### config.mk
export PLATFORM = sky130hd
export DESIGN_NAME = cfg_serial_tx
export DESIGN_NICKNAME = d
export VERILOG_FILES = /design/src/rtl/stx_pkg.sv /design/src/rtl/stx_baud_gen.sv /design/src/rtl/stx_frame_build.sv /design/src/rtl/stx_shifter.sv /design/src/rtl/cfg_serial_tx.sv
export SDC_FILE = /design/constraint.sdc
export NUM_CORES = 1
export LEC_CHECK = 0
export BUFFER_PORTS_ARGS = -buffer_cell sky130_fd_sc_hd__buf_4
export CAP_MARGIN = 0
export CORE_MARGIN = 5
export CORE_UTILIZATION = 55
export CTS_CLUSTER_SIZE = 40
export DETAILED_ROUTE_END_ITERATION = 10
export PLACE_DENSITY_LB_ADDON = 0.05
export SYNTH_ARGS = -nofsm -noshare
export SYNTH_HDL_FRONTEND = slang
export SYNTH_HIERARCHICAL = 1
export SYNTH_SLANG_ARGS = --single-unit
### constraint.sdc
create_clock -name clk -period 7.4 [get_ports clk]
set_clock_uncertainty 0.1 [all_clocks]
set_input_delay 1.48 -clock clk [delete_from_list [all_inputs] [get_ports clk]]
set_output_delay 1.48 -clock clk [all_outputs]
set_load 0.005 [all_outputs]
### src/rtl/stx_pkg.sv
package stx_pkg;

    localparam int TC_W_DEF  = 16;
    localparam int CHAR_MAX  = 8;
    localparam int FAC_W     = 6;

    typedef enum logic [1:0] {
        CM_X1  = 2'b00,
        CM_X16 = 2'b01,
        CM_X32 = 2'b10,
        CM_X64 = 2'b11
    } clk_mode_e;

    typedef enum logic [1:0] {
        LEN5 = 2'b00,
        LEN7 = 2'b01,
        LEN6 = 2'b10,
        LEN8 = 2'b11
    } len_code_e;

    typedef struct packed {
        len_code_e len;
        logic      par_en;
        logic      par_even;
        logic      two_stop;
    } frame_fmt_t;

    // number of data bits for a length code (order is 5,7,6,8)
    function automatic logic [3:0] char_bits(len_code_e c);
        logic [3:0] n;
        unique case (c)
            LEN5:    n = 4'd5;
            LEN7:    n = 4'd7;
            LEN6:    n = 4'd6;
            default: n = 4'd8;
        endcase
        return n;
    endfunction

    // terminal count of the mode prescaler (factor - 1)
    function automatic logic [FAC_W-1:0] fac_last(clk_mode_e m);
        logic [FAC_W-1:0] v;
        unique case (m)
            CM_X1:   v = FAC_W'(0);
            CM_X16:  v = FAC_W'(15);
            CM_X32:  v = FAC_W'(31);
            default: v = FAC_W'(63);
        endcase
        return v;
    endfunction

    // mask keeping only the data bits that are sent
    function automatic logic [CHAR_MAX-1:0] char_mask(len_code_e c);
        logic [CHAR_MAX:0] one_hot;
        one_hot = (CHAR_MAX+1)'(1) << char_bits(c);
        return CHAR_MAX'(one_hot - (CHAR_MAX+1)'(1));
    endfunction

    function automatic logic parity_of(logic [CHAR_MAX-1:0] d, logic even);
        return even ? (^d) : ~(^d);
    endfunction

endpackage

### src/rtl/stx_baud_gen.sv
module stx_baud_gen
    import stx_pkg::*;
#(
    parameter int TC_W = TC_W_DEF
) (
    input  logic             clk,
    input  logic             rst,
    input  logic             restart,
    input  logic             run,
    input  logic [TC_W-1:0]  tc_in,
    input  logic [FAC_W-1:0] fac_last_in,
    output logic             bit_tick
);
    localparam int TCC_W = TC_W + 1;

    logic             half_q;
    logic [TCC_W-1:0] tc_cnt_q;
    logic [TCC_W-1:0] tc_end_q;
    logic [FAC_W-1:0] fac_cnt_q;
    logic [FAC_W-1:0] fac_end_q;
    logic             tc_wrap;

    assign tc_wrap  = half_q && (tc_cnt_q == tc_end_q);
    assign bit_tick = run && tc_wrap && (fac_cnt_q == fac_end_q);

    always_ff @(posedge clk) begin
        if (rst) begin
            half_q    <= 1'b0;
            tc_cnt_q  <= '0;
            tc_end_q  <= TCC_W'(1);
            fac_cnt_q <= '0;
            fac_end_q <= '0;
        end else if (restart) begin
            half_q    <= 1'b0;
            tc_cnt_q  <= '0;
            tc_end_q  <= TCC_W'(tc_in) + TCC_W'(1);
            fac_cnt_q <= '0;
            fac_end_q <= fac_last_in;
        end else if (run) begin
            half_q <= ~half_q;
            if (half_q) begin
                if (tc_wrap) begin
                    tc_cnt_q <= '0;
                    if (fac_cnt_q == fac_end_q) begin
                        fac_cnt_q <= '0;
                    end else begin
                        fac_cnt_q <= fac_cnt_q + FAC_W'(1);
                    end
                end else begin
                    tc_cnt_q <= tc_cnt_q + TCC_W'(1);
                end
            end
        end
    end

endmodule

### src/rtl/stx_frame_build.sv
module stx_frame_build
    import stx_pkg::*;
#(
    parameter int CHAR_W  = CHAR_MAX,
    parameter int FRAME_W = CHAR_W + 4,
    parameter int CNT_W   = $clog2(FRAME_W + 1)
) (
    input  frame_fmt_t          fmt,
    input  logic [CHAR_W-1:0]   data,
    output logic [FRAME_W-1:0]  bits,
    output logic [CNT_W-1:0]    nbits
);
    logic [3:0]        nb;
    logic [CHAR_W-1:0] masked;
    logic              par;

    assign nb     = char_bits(fmt.len);
    assign masked = data & CHAR_W'(char_mask(fmt.len));
    assign par    = parity_of(CHAR_MAX'(masked), fmt.par_even);
    assign nbits  = CNT_W'(2) + CNT_W'(nb) + CNT_W'(fmt.par_en) + CNT_W'(fmt.two_stop);

    always_comb begin
        bits    = '1;
        bits[0] = 1'b0;
        for (int i = 0; i < CHAR_W; i++) begin
            if (i < int'(nb)) begin
                bits[1+i] = masked[i];
            end
        end
        if (fmt.par_en) begin
            bits[int'(nb) + 1] = par;
        end
    end

endmodule

### src/rtl/stx_shifter.sv
module stx_shifter #(
    parameter int FRAME_W = 12,
    parameter int CNT_W   = $clog2(FRAME_W + 1)
) (
    input  logic               clk,
    input  logic               rst,
    input  logic               take,
    input  logic [FRAME_W-1:0] frame_in,
    input  logic [CNT_W-1:0]   nbits_in,
    input  logic               bit_tick,
    output logic               line,
    output logic               busy
);
    logic [FRAME_W-1:0] frame_q;
    logic [CNT_W-1:0]   left_q;

    assign line = frame_q[0];
    assign busy = (left_q != '0);

    always_ff @(posedge clk) begin
        if (rst) begin
            frame_q <= '1;
            left_q  <= '0;
        end else if (take) begin
            frame_q <= frame_in;
            left_q  <= nbits_in;
        end else if (bit_tick && busy) begin
            frame_q <= {1'b1, frame_q[FRAME_W-1:1]};
            left_q  <= left_q - CNT_W'(1);
        end
    end

endmodule

### src/rtl/cfg_serial_tx.sv
module cfg_serial_tx
    import stx_pkg::*;
#(
    parameter int TC_W   = TC_W_DEF,
    parameter int CHAR_W = CHAR_MAX
) (
    input  logic              clk,
    input  logic              rst,
    input  logic [TC_W-1:0]   tc_value,
    input  logic [1:0]        clk_mode,
    input  logic [1:0]        len_code,
    input  logic              par_en,
    input  logic              par_even,
    input  logic [1:0]        stop_code,
    input  logic              tx_enable,
    input  logic              load,
    input  logic [CHAR_W-1:0] load_data,
    output logic              txd,
    output logic              all_sent
);
    localparam int FRAME_W = CHAR_W + 4;
    localparam int CNT_W   = $clog2(FRAME_W + 1);

    frame_fmt_t         fmt;
    logic [FRAME_W-1:0] frame_bits;
    logic [CNT_W-1:0]   frame_len;
    logic               busy;
    logic               accept;
    logic               tick;

    assign fmt.len      = len_code_e'(len_code);
    assign fmt.par_en   = par_en;
    assign fmt.par_even = par_even;
    assign fmt.two_stop = (stop_code == 2'b11);

    assign accept   = load && tx_enable && !busy;
    assign all_sent = !busy;

    stx_frame_build #(
        .CHAR_W (CHAR_W),
        .FRAME_W(FRAME_W),
        .CNT_W  (CNT_W)
    ) u_build (
        .fmt  (fmt),
        .data (load_data),
        .bits (frame_bits),
        .nbits(frame_len)
    );

    stx_baud_gen #(
        .TC_W(TC_W)
    ) u_rate (
        .clk        (clk),
        .rst        (rst),
        .restart    (accept),
        .run        (busy),
        .tc_in      (tc_value),
        .fac_last_in(fac_last(clk_mode_e'(clk_mode))),
        .bit_tick   (tick)
    );

    stx_shifter #(
        .FRAME_W(FRAME_W),
        .CNT_W  (CNT_W)
    ) u_shift (
        .clk     (clk),
        .rst     (rst),
        .take    (accept),
        .frame_in(frame_bits),
        .nbits_in(frame_len),
        .bit_tick(tick),
        .line    (txd),
        .busy    (busy)
    );

endmodule

# Yosys cells after proc, flatten, opt, wreduce, memory -nomap -nowiden
# Index checks and enable logic that the tools add are counted.
[totals]
regBits = 63
latch_bits = 0
ramBits = 0
romBits = 0
inputBits = 36
elab_cells = 74
mem_count = 0
[op_classes]
addsub = 9
n_mul = 0
n_div = 0
n_lt_le_gt_ge = 10
eq_ne = 7
shift = 1
n_mux = 21
bitwise_logic = 3
reduce_logical = 16
[ops]
columns = ["operator", "n"]
rows = [
  ["$mux 12", 3],
  ["$ge 32x1->1 const B", 1],
  ["$lt 32x6->1 const B", 1],
  ["$pmux 6 s3", 1],
  ["$add 16x1->17 const B", 1],
  ["$add 17x1->17 const B", 1],
  ["$eq 17x17->1", 1],
  ["$mux 17", 1],
  ["$lt 3x4->1 const A", 4],
  ["$bwmux 12", 1],
  ["$pmux 4 s3", 1],
  ["$mux 1", 10],
  ["$add 4x1->4", 2],
  ["$and 8x8->8", 1],
  ["$lt 1x4->1 const A", 2],
  ["$lt 2x4->1 const A", 2],
  ["$mux 4", 2],
  ["$reduce_xor 8->1", 1],
  ["$shl 1x4->8 const A", 1],
  ["$sub 8x1->8 const B", 1],
  ["$logic_and 1x1->1", 7],
  ["$add 6x1->6 const B", 1],
  ["$eq 2x2->1 const B", 3],
  ["$eq 6x6->1", 1],
  ["14 further kinds", 17],
]

# Longest topological paths before layout
# Gate-level depths: netlist of the first run.
[depth]
word_depth = 11
depth_mapped = 13
mapped_depth_nobuf = 9

# Modules after synthesis
# Netlist of the first run, hierarchy kept.
[modules_own_cells]
columns = ["module", "n_inst", "cells_each", "area_each_um2"]
rows = [
  ["stx_baud_gen", 1, 286, 2451.1],
  ["stx_shifter", 1, 102, 844.6],
  ["stx_frame_build", 1, 60, 470.5],
  ["cfg_serial_tx", 1, 6, 36.3],
]

# Worst setup path after synthesis of the first run
# OpenSTA, ideal clock, no wires.
[synth_timing]
path_type = "input to register"
from = "in len_code[1]"
to = "reg u_shift.frame_q[7]"
setup_ns = 0.122
arrival_ns = 3.061
t_required_ns = 7.178
slack_ns = 4.117
cell_stages = 7
path_buffers = 0
path_cell_list = "inv_1 -> ha_1 -> mux2i_1 -> nand2_1 -> xnor3_2 -> a32oi_1 -> o311a_1"
[synth_via]
elab_chain_cells = 11
[synth_lines]
columns = ["element", "line", "text"]
rows = [
  ["start, declared", "cfg_serial_tx.sv:11", "input logic [1:0] len_code,"],
  ["$eq 2x2->1, or another cell as far along", "stx_pkg.sv:31", "unique case (c)"],
  ["$pmux 4 s3 (*)", "stx_pkg.sv:31", ""],
  ["parallel branches: the longest is 7 deep, another holds $ge 32x1->1", "-", ""],
  ["$mux 12 (*)", "stx_frame_build.sv:30", "if (fmt.par_en) begin"],
  ["net frame_bits[7]", "cfg_serial_tx.sv:25", "logic [FRAME_W-1:0] frame_bits;"],
  ["$mux 12 (*)", "stx_shifter.sv:24", "end else if (take) begin"],
  ["end signal, assigned", "stx_shifter.sv:25", "frame_q <= frame_in;"],
  ["end signal, assigned", "stx_shifter.sv:28", "frame_q <= {1'b1, frame_q[FRAME_W-1:1]};"],
  ["end, declared", "stx_shifter.sv:14", "logic [FRAME_W-1:0] frame_q;"],
]
# Mark *: on every way through the listed nets, which the timed path passes.
# A chain may end at the register's enable or synchronous reset.

# Worst setup path after layout of the first run
[layout_timing]
from = "reg u_shift.left_q[0]"
to = "out all_sent"
[layout_via]
elab_chain_cells = 2
[layout_lines]
columns = ["element", "line", "text"]
rows = [
  ["start, declared", "stx_shifter.sv:15", "logic [CNT_W-1:0] left_q;"],
  ["start signal, assigned", "stx_shifter.sv:26", "left_q <= nbits_in;"],
  ["start signal, assigned", "stx_shifter.sv:29", "left_q <= left_q - CNT_W'(1);"],
  ["$reduce_bool 4->1", "stx_shifter.sv:18", "assign busy = (left_q != '0);"],
  ["net busy", "cfg_serial_tx.sv:27", "logic busy;"],
  ["$logic_not 1->1", "cfg_serial_tx.sv:37", "assign all_sent = !busy;"],
  ["end, declared", "cfg_serial_tx.sv:19", "output logic all_sent"],
]
# The timed path passes the listed nets, and every way through them passes these cells.

==> results of run 1 <==
-- layer usage --
layer | vias to the layer above | GRT usage
met2 | 74 | 0.3377
met1 | 1506 | 0.2419
met5 | - | 0
met4 | 0 | 0.07448
met3 | 8 | 0.04747
li1 | 1657 | -
-- metrics by stage --
stage          instance area (µm²)  utilization  hold WS [ns]  setup WS, ns
6_report                      4294       0.6356        0.3971         3.833
5_1_grt                       4294       0.6356        0.4246         3.653
4_1_cts                       4294       0.6356        0.3945         3.815
3_5_place_dp                  4081       0.6041        0.3781         3.742
3_3_place_gp                  4081       0.6041        0.3772         3.812
2_1_floorplan                 3806            -        0.3538         4.117
-- power breakdown --
| group | switching, µW | leakage, µW | internal (µW) |
|---|---|---|---|
| logic | 108 | 0.00104 | 75.8 |
| registers | 14.8 | 0.000513 | 359 |
| clock network | 132 | 0.000102 | 188 |
-- registers in the layout, indices dropped and copies added (netlist names) --
| signal | cells |
|---|---|
| u_rate/fac_cnt_q | 6 |
| u_rate/fac_end_q | 6 |
| u_rate/half_q | 1 |
| u_rate/tc_cnt_q | 17 |
| u_rate/tc_end_q | 17 |
| u_shift/frame_q | 12 |
| u_shift/left_q | 4 |
-- worst paths after layout --
| path | startpoint | end | cells after the start |
|---|---|---|---|
| worst max register to register | u_shift/left_q[0] | u_rate/tc_cnt_q[3] | 9 |
| worst min register to register | u_rate/tc_end_q[16] | u_rate/tc_end_q[16] | 2 |
| worst max-delay path | u_shift/left_q[0] | all_sent | 6 |
| worst min-delay path | u_rate/tc_end_q[16] | u_rate/tc_end_q[16] | 2 |
-- cells in the mapped netlist, types with 2 or more instances --
cell / instances
a211o_1: 2
a211oi_1: 14
a21oi_1: 9
a311oi_1: 7
a31oi_1: 2
a32o_1: 3
and2_1: 4
and3_1: 4
and4_1: 3
buf_1: 3
buf_2: 8
clkbuf_1: 13
conb_1: 2
dfxtp_1: 63
ha_1: 13
inv_1: 23
inv_2: 2
mux2i_1: 9
nand2_1: 22
nand2b_1: 6
nand3_1: 26
nand4_1: 11
nor2_1: 51
nor2b_1: 3
nor3_1: 22
nor3b_1: 2
nor4_1: 3
nor4_2: 2
o21ai_0: 14
o21ai_1: 6
o311a_1: 10
or2_1: 4
or3_1: 8
or4b_1: 2
xnor2_1: 20
xor2_1: 33
-- cell type report --
cell class | instances | area share
flip-flops and latches | 63 | 0.2937
clock inverters | 6 | 0.01981
multi-input cells | 340 | 0.5434
inverters | 25 | 0.02185
repair buffers | 39 | 0.06818
clock buffers | 10 | 0.02972
well taps | 80 | 0.02331
-- logic make-up after synthesis --
family / count (synthesis) / synth area share
adder cells (fa/ha/maj): 14 / 0.04804
XOR/XNOR: 54 / 0.1283
flip-flops: 63 / 0.3317
AO/OA/AOI/OAI: 79 / 0.1576
multiplexers: 10 / 0.02665
buffers and inverters: 52 / 0.05726
AND/OR/NAND/NOR: 180 / 0.2484
other: 2 / 0.001975
-- worst reg2reg max path, stage by stage (launching register included) --
cell     delay [ns]
dfxtp_1        0.32
inv_1          0.08
ha_1           0.19
nor3b_4        0.49
inv_2          0.33
and3b_2        0.31
buf_4          0.51
nor2_1         0.27
o31ai_2        0.33
nor2_1         0.12
==> results.sh, run 1 <==
export IMPL_rows=30
export IMPL_routedLengthMet1_um=3687
export IMPL_multi_input_area_um2=2333
export IMPL_p_per_area_nw_per_um2=204.5
export IMPL_viasPerCell=5.764
export IMPL_cts_sinks=63
export IMPL_total_power_uw=878.2
export IMPL_drt_pass1_iterations=5
export IMPL_fillers=622
export IMPL_avgRoutedWirePerCell_um=14.34
export IMPL_slew_viol_final=0
export IMPL_seq_area_um2=1261
export IMPL_dr_max_layer_used="met4"
export IMPL_dp_hpwl_um=5769
export IMPL_finalNetCount=528
export IMPL_synth_largest_area_cell="dfxtp_1"
export IMPL_htreeDepth=3
export IMPL_crit_path_max_incr_delay_ns=0.49
export IMPL_slew_headroom=0.2859
export IMPL_layout_min_cycle_time_ns=3.567
export IMPL_synth_seq_cells=63
export IMPL_cts_buffers=9
export IMPL_setup_violations=0
export IMPL_syn_inst=454
export IMPL_dpl_cell_count=547
export IMPL_clk_path_buf_depth=2
export IMPL_worst_pin_slew_ns=1.065
export IMPL_grt_usage=0.1983
export IMPL_path_clk_slew_ns=0.07
export IMPL_cp_end_kind="output port"
export IMPL_grt_pass1_wl_um=14030
export IMPL_grt_antenna_before_repair=0
export IMPL_syn2layout_area_growth_pct=12.93
export IMPL_drt_iter0_drc=114
export IMPL_final_layout_size_suffix_gt1_frac=0.1429
export IMPL_die_w_um=93.15
export IMPL_clock_latency_ns=0.34
export IMPL_path_max_fanout=25
export IMPL_worstSetupPathType="reg -> out"
export IMPL_wl_met3_um=358
export IMPL_cp_top_family="buffers and inverters"
export IMPL_crit_top_cell="inv_1"
export IMPL_place_gp_congestion=0.8150
export IMPL_cts_root_buf="clkbuf_8"
export IMPL_wl_met2_um=3926
export IMPL_cts_setup_buffers=0
export IMPL_hold_violations=0
export IMPL_hold_buffers=0
export IMPL_syn_avg_cell_area_um2=8.375
export IMPL_overflow=0
export IMPL_final_cell_mix="63 x dfxtp_1, 51 x nor2_1, 39 x buf_4, 33 x xor2_1, 26 x nand3_1"
export IMPL_num_vias=3245
export IMPL_reg2reg_setup_slack_ns=4.18
export IMPL_cpMaxStageDelayCell="nor3b_4"
export IMPL_drc=0
export IMPL_setup_tns_ns=0
export IMPL_yosysWarnings=6
export IMPL_synth_top_area_frac=0.3317
export IMPL_ctsResizeCount=0
export IMPL_rsz0062_at_grt="no"
export IMPL_ir_worst_vdd_mv=0.1077
export IMPL_n_antenna_cell=0
export IMPL_synthesis_area_um2=3802
export IMPL_crit_buf_inv=4
export IMPL_initial_core_util=0.5628
export IMPL_max_freq_ghz=0.2803
export IMPL_finalWirelength_um=8073
export IMPL_die_area_um2=8676
export IMPL_crit_arrival_ns=1.99
export IMPL_path_cells="inv_1, ha_1, nor3b_4, inv_2, inv_1, buf_4"
export IMPL_leakagePower_uw=0.001651
export IMPL_io_buffer_count=37
export IMPL_period_share=0.4821
export IMPL_cts_tree="done"
export IMPL_grt_pass1_vias=3159
export IMPL_fp_dieH_um=93.15
export IMPL_status="completed"
export IMPL_io_pins=38
export IMPL_ant_nets=0
export IMPL_grt_max_degree=61
export IMPL_ys_async_sr_fraction=0
export IMPL_core_region_area_um2=6756
export IMPL_hold_class="reg -> reg"
export IMPL_drv_cap=0
export IMPL_ys_flop_type="dfxtp_1"
export IMPL_required_ns=5.82
export IMPL_yosysSeqAreaShare=0.3317
export IMPL_synth_area_leaders="dfxtp_1 33%, xor2_1 7.6%, nor2_1 5.0%, xnor2_1 4.6%, ha_1 4.3%"
export IMPL_synth_cell_types=61
export IMPL_fin_cells=563
export IMPL_synth_edf_count=0
export IMPL_cp_start_kind="flop"
export IMPL_layout_commonest_cell="dfxtp_1"
(Power assumes the default switching activity.)
==> run 2, diff against run 1 <==
--- a/config.mk
+++ b/config.mk
@@ -8,7 +8,7 @@
 export BUFFER_PORTS_ARGS = -buffer_cell sky130_fd_sc_hd__buf_4
 export CAP_MARGIN = 0
 export CORE_MARGIN = 5
-export CORE_UTILIZATION = 55
+export CORE_UTILIZATION = 54
 export CTS_CLUSTER_SIZE = 40
 export DETAILED_ROUTE_END_ITERATION = 10
 export PLACE_DENSITY_LB_ADDON = 0.05
==> constraint.sdc (replaced) <==
create_clock -name clk -period 3.1 [get_ports clk]
set_clock_uncertainty 0.1 [all_clocks]
set_input_delay 0.62 -clock clk [delete_from_list [all_inputs] [get_ports clk]]
set_output_delay 0.62 -clock clk [all_outputs]
set_load 0.005 [all_outputs]
==> run 2 against run 1 <==
Compared with the run above:
- critical path type is now reg -> reg
- highest routed layer unchanged
- cell area increased by 0.96%
- cell count up 3.6%
- largest cell class unchanged
- core utilization decreased by 0.094 points
- largest power group unchanged
- first-iteration DRC count is 8.8% higher
- clock power increased by 120%
- non-clock buffer count is 5 higher
==> results.sh, run 2 (same netlist as run 1, synthesis figures left out) <==
export IMPL_p_int_uw=1458
export IMPL_rows=30
export IMPL_overflow=0
export IMPL_clock_latency_ns=0.34
export IMPL_ant_nets=0
export IMPL_cp_end_kind="flop"
export IMPL_final_layout_size_suffix_gt1_frac=0.1520
export IMPL_critical_path_startpoint="u_rate/tc_cnt_q[6]"
export IMPL_die_area_um2=8820
export IMPL_p_clk_frac=0.344
export IMPL_cts_setup_buffers=0
export IMPL_path_cells="inv_1, a222oi_1, nand3_1, buf_4, nor3_2, inv_1, nor2_1, o221ai_1"
export IMPL_core_region_area_um2=6832
export IMPL_avgRoutedWirePerCell_um=14.18
export IMPL_dp_hpwl_um=6093
export IMPL_final_cell_mix="63 x dfxtp_1, 51 x nor2_1, 44 x buf_4, 33 x xor2_1, 26 x nand3_1"
export IMPL_worstSetupPathType="reg -> reg"
export IMPL_die_w_um=93.92
export IMPL_finalWirelength_um=8266
export IMPL_worst_pin_slew_ns=1.064
export IMPL_cpMaxStageDelayCell="nor3_2"
export IMPL_setup_violations=0
export IMPL_r2r_cells=8
export IMPL_cts_sinks=63
export IMPL_grt_pass1_wl_um=13700
export IMPL_fillers=642
export IMPL_crit_top_cell="inv_1"
export IMPL_viasPerCell=5.571
export IMPL_max_freq_ghz=0.3785
export IMPL_slew_headroom=0.2867
export IMPL_fin_cells=583
export IMPL_min_from="u_rate/tc_end_q[4]"
export IMPL_setup_tns_ns=0
export IMPL_cts_tree="done"
export IMPL_layout_min_cycle_time_ns=2.642
export IMPL_ctsResizeCount=0
export IMPL_hold_class="reg -> reg"
export IMPL_fp_dieH_um=93.92
export IMPL_crit_path_max_incr_delay_ns=0.46
export IMPL_hold_violations=0
export IMPL_n_antenna_cell=0
export IMPL_period_share=0.8523
export IMPL_grt_pass1_vias=3096
export IMPL_slew_viol_final=0
export IMPL_syn2layout_area_growth_pct=14.02
export IMPL_drt_pass1_iterations=5
export IMPL_whs_path_depth=2
export IMPL_hold_buffers=0
export IMPL_reg2reg_from="u_rate/tc_cnt_q[6]"
export IMPL_swShare=0.2922
export IMPL_finalNetCount=533
export IMPL_status="completed"
export IMPL_drt_iter0_drc=124
export IMPL_dpl_cell_count=568
export IMPL_drv_cap=0
export IMPL_crit_arrival_ns=2.74
export IMPL_layout_commonest_cell="dfxtp_1"
export IMPL_io_pins=38
export IMPL_rsz0062_at_grt="no"
export IMPL_grt_antenna_before_repair=0
export IMPL_htreeDepth=3
export IMPL_cts_buffers=9
export IMPL_ir_worst_vdd_mv=0.2631
export IMPL_leakagePower_uw=0.001677
export IMPL_cts_root_buf="clkbuf_8"
export IMPL_path_max_fanout=12
export IMPL_cp_start_kind="flop"
export IMPL_power_frac_seq=0.433
export IMPL_drc=0
export IMPL_grt_usage=0.1957
export IMPL_clk_path_buf_depth=2
export IMPL_grt_max_degree=56
export IMPL_path_clk_slew_ns=0.07
export IMPL_switchingPower_uw=601.8
export IMPL_num_vias=3248
export IMPL_io_buffer_count=37
export IMPL_place_gp_congestion=0.8394
export IMPL_p_per_area_nw_per_um2=475.0
export IMPL_initial_core_util=0.5566
export IMPL_top_regs="u_rate/tc_cnt_q: 17 flops, u_rate/tc_end_q: 17 flops, u_shift/frame_q: 12 flops"
export IMPL_required_ns=3.20
export IMPL_power_frac_comb=0.223
export IMPL_reg2reg_setup_slack_ns=0.46
[run 2: worst max-delay path, delay by kind of cell (launching register included)]
kind,cells,cell delay [ns]
AND/OR/NAND/NOR,3,0.89
AO/OA/AOI/OAI,2,0.51
flip-flops,1,0.40
buffers and inverters,3,0.60
[run 2: area by class of cell]
cell class	instances	area, µm²	share of cell area
clock buffers	11	151.4	0.03492
clock inverters	4	45.04	0.01039
inverters	25	93.84	0.02165
multi-input cells	340	2333	0.5382
flip-flops and latches	63	1261	0.2909
well taps	96	120.1	0.02771
repair buffers	44	330.3	0.07619
[run 2: worst paths after layout]
check	end
max	u_shift/left_q[1]
min reg2reg	u_rate/tc_end_q[4]
min	u_rate/tc_end_q[4]
max reg2reg	u_shift/left_q[1]
[run 2: power by group through the flow]
stage                     Sequential [µW]  Clock, µW  Combinational [µW]
after floorplan                       900          0                 327
after global placement                909          0                 451
after detailed placement              910          0                 459
after CTS                             892        725                 460
after global routing                  897        754                 508
final                                 892        709                 459
[run 2: through the flow]
stage / utilization / hold slack [ns] / setup slack (ns) / area [µm²] / total power, µW
3_5_place_dp: 0.6059 / 0.3903 / 0.3854 / 4139 / 1368
3_3_place_gp: 0.6059 / 0.3804 / 0.4512 / 4139 / 1360
6_report: 0.6346 / 0.3989 / 0.4578 / 4335 / 2060
4_1_cts: 0.6346 / 0.3984 / 0.4468 / 4335 / 2076
2_1_floorplan: - / 0.3538 / 0.6677 / 3806 / 1228
5_1_grt: 0.6346 / 0.4224 / 0.1513 / 4335 / 2160
[run 2: metal layers]
metal	global-route usage	up-vias	share of wire
li1	-	1676	-
met1	0.2360	1487	0.46
met2	0.3300	69	0.47
met3	0.03125	16	0.037
met4	0.1083	0	0.031
met5	0	-	0
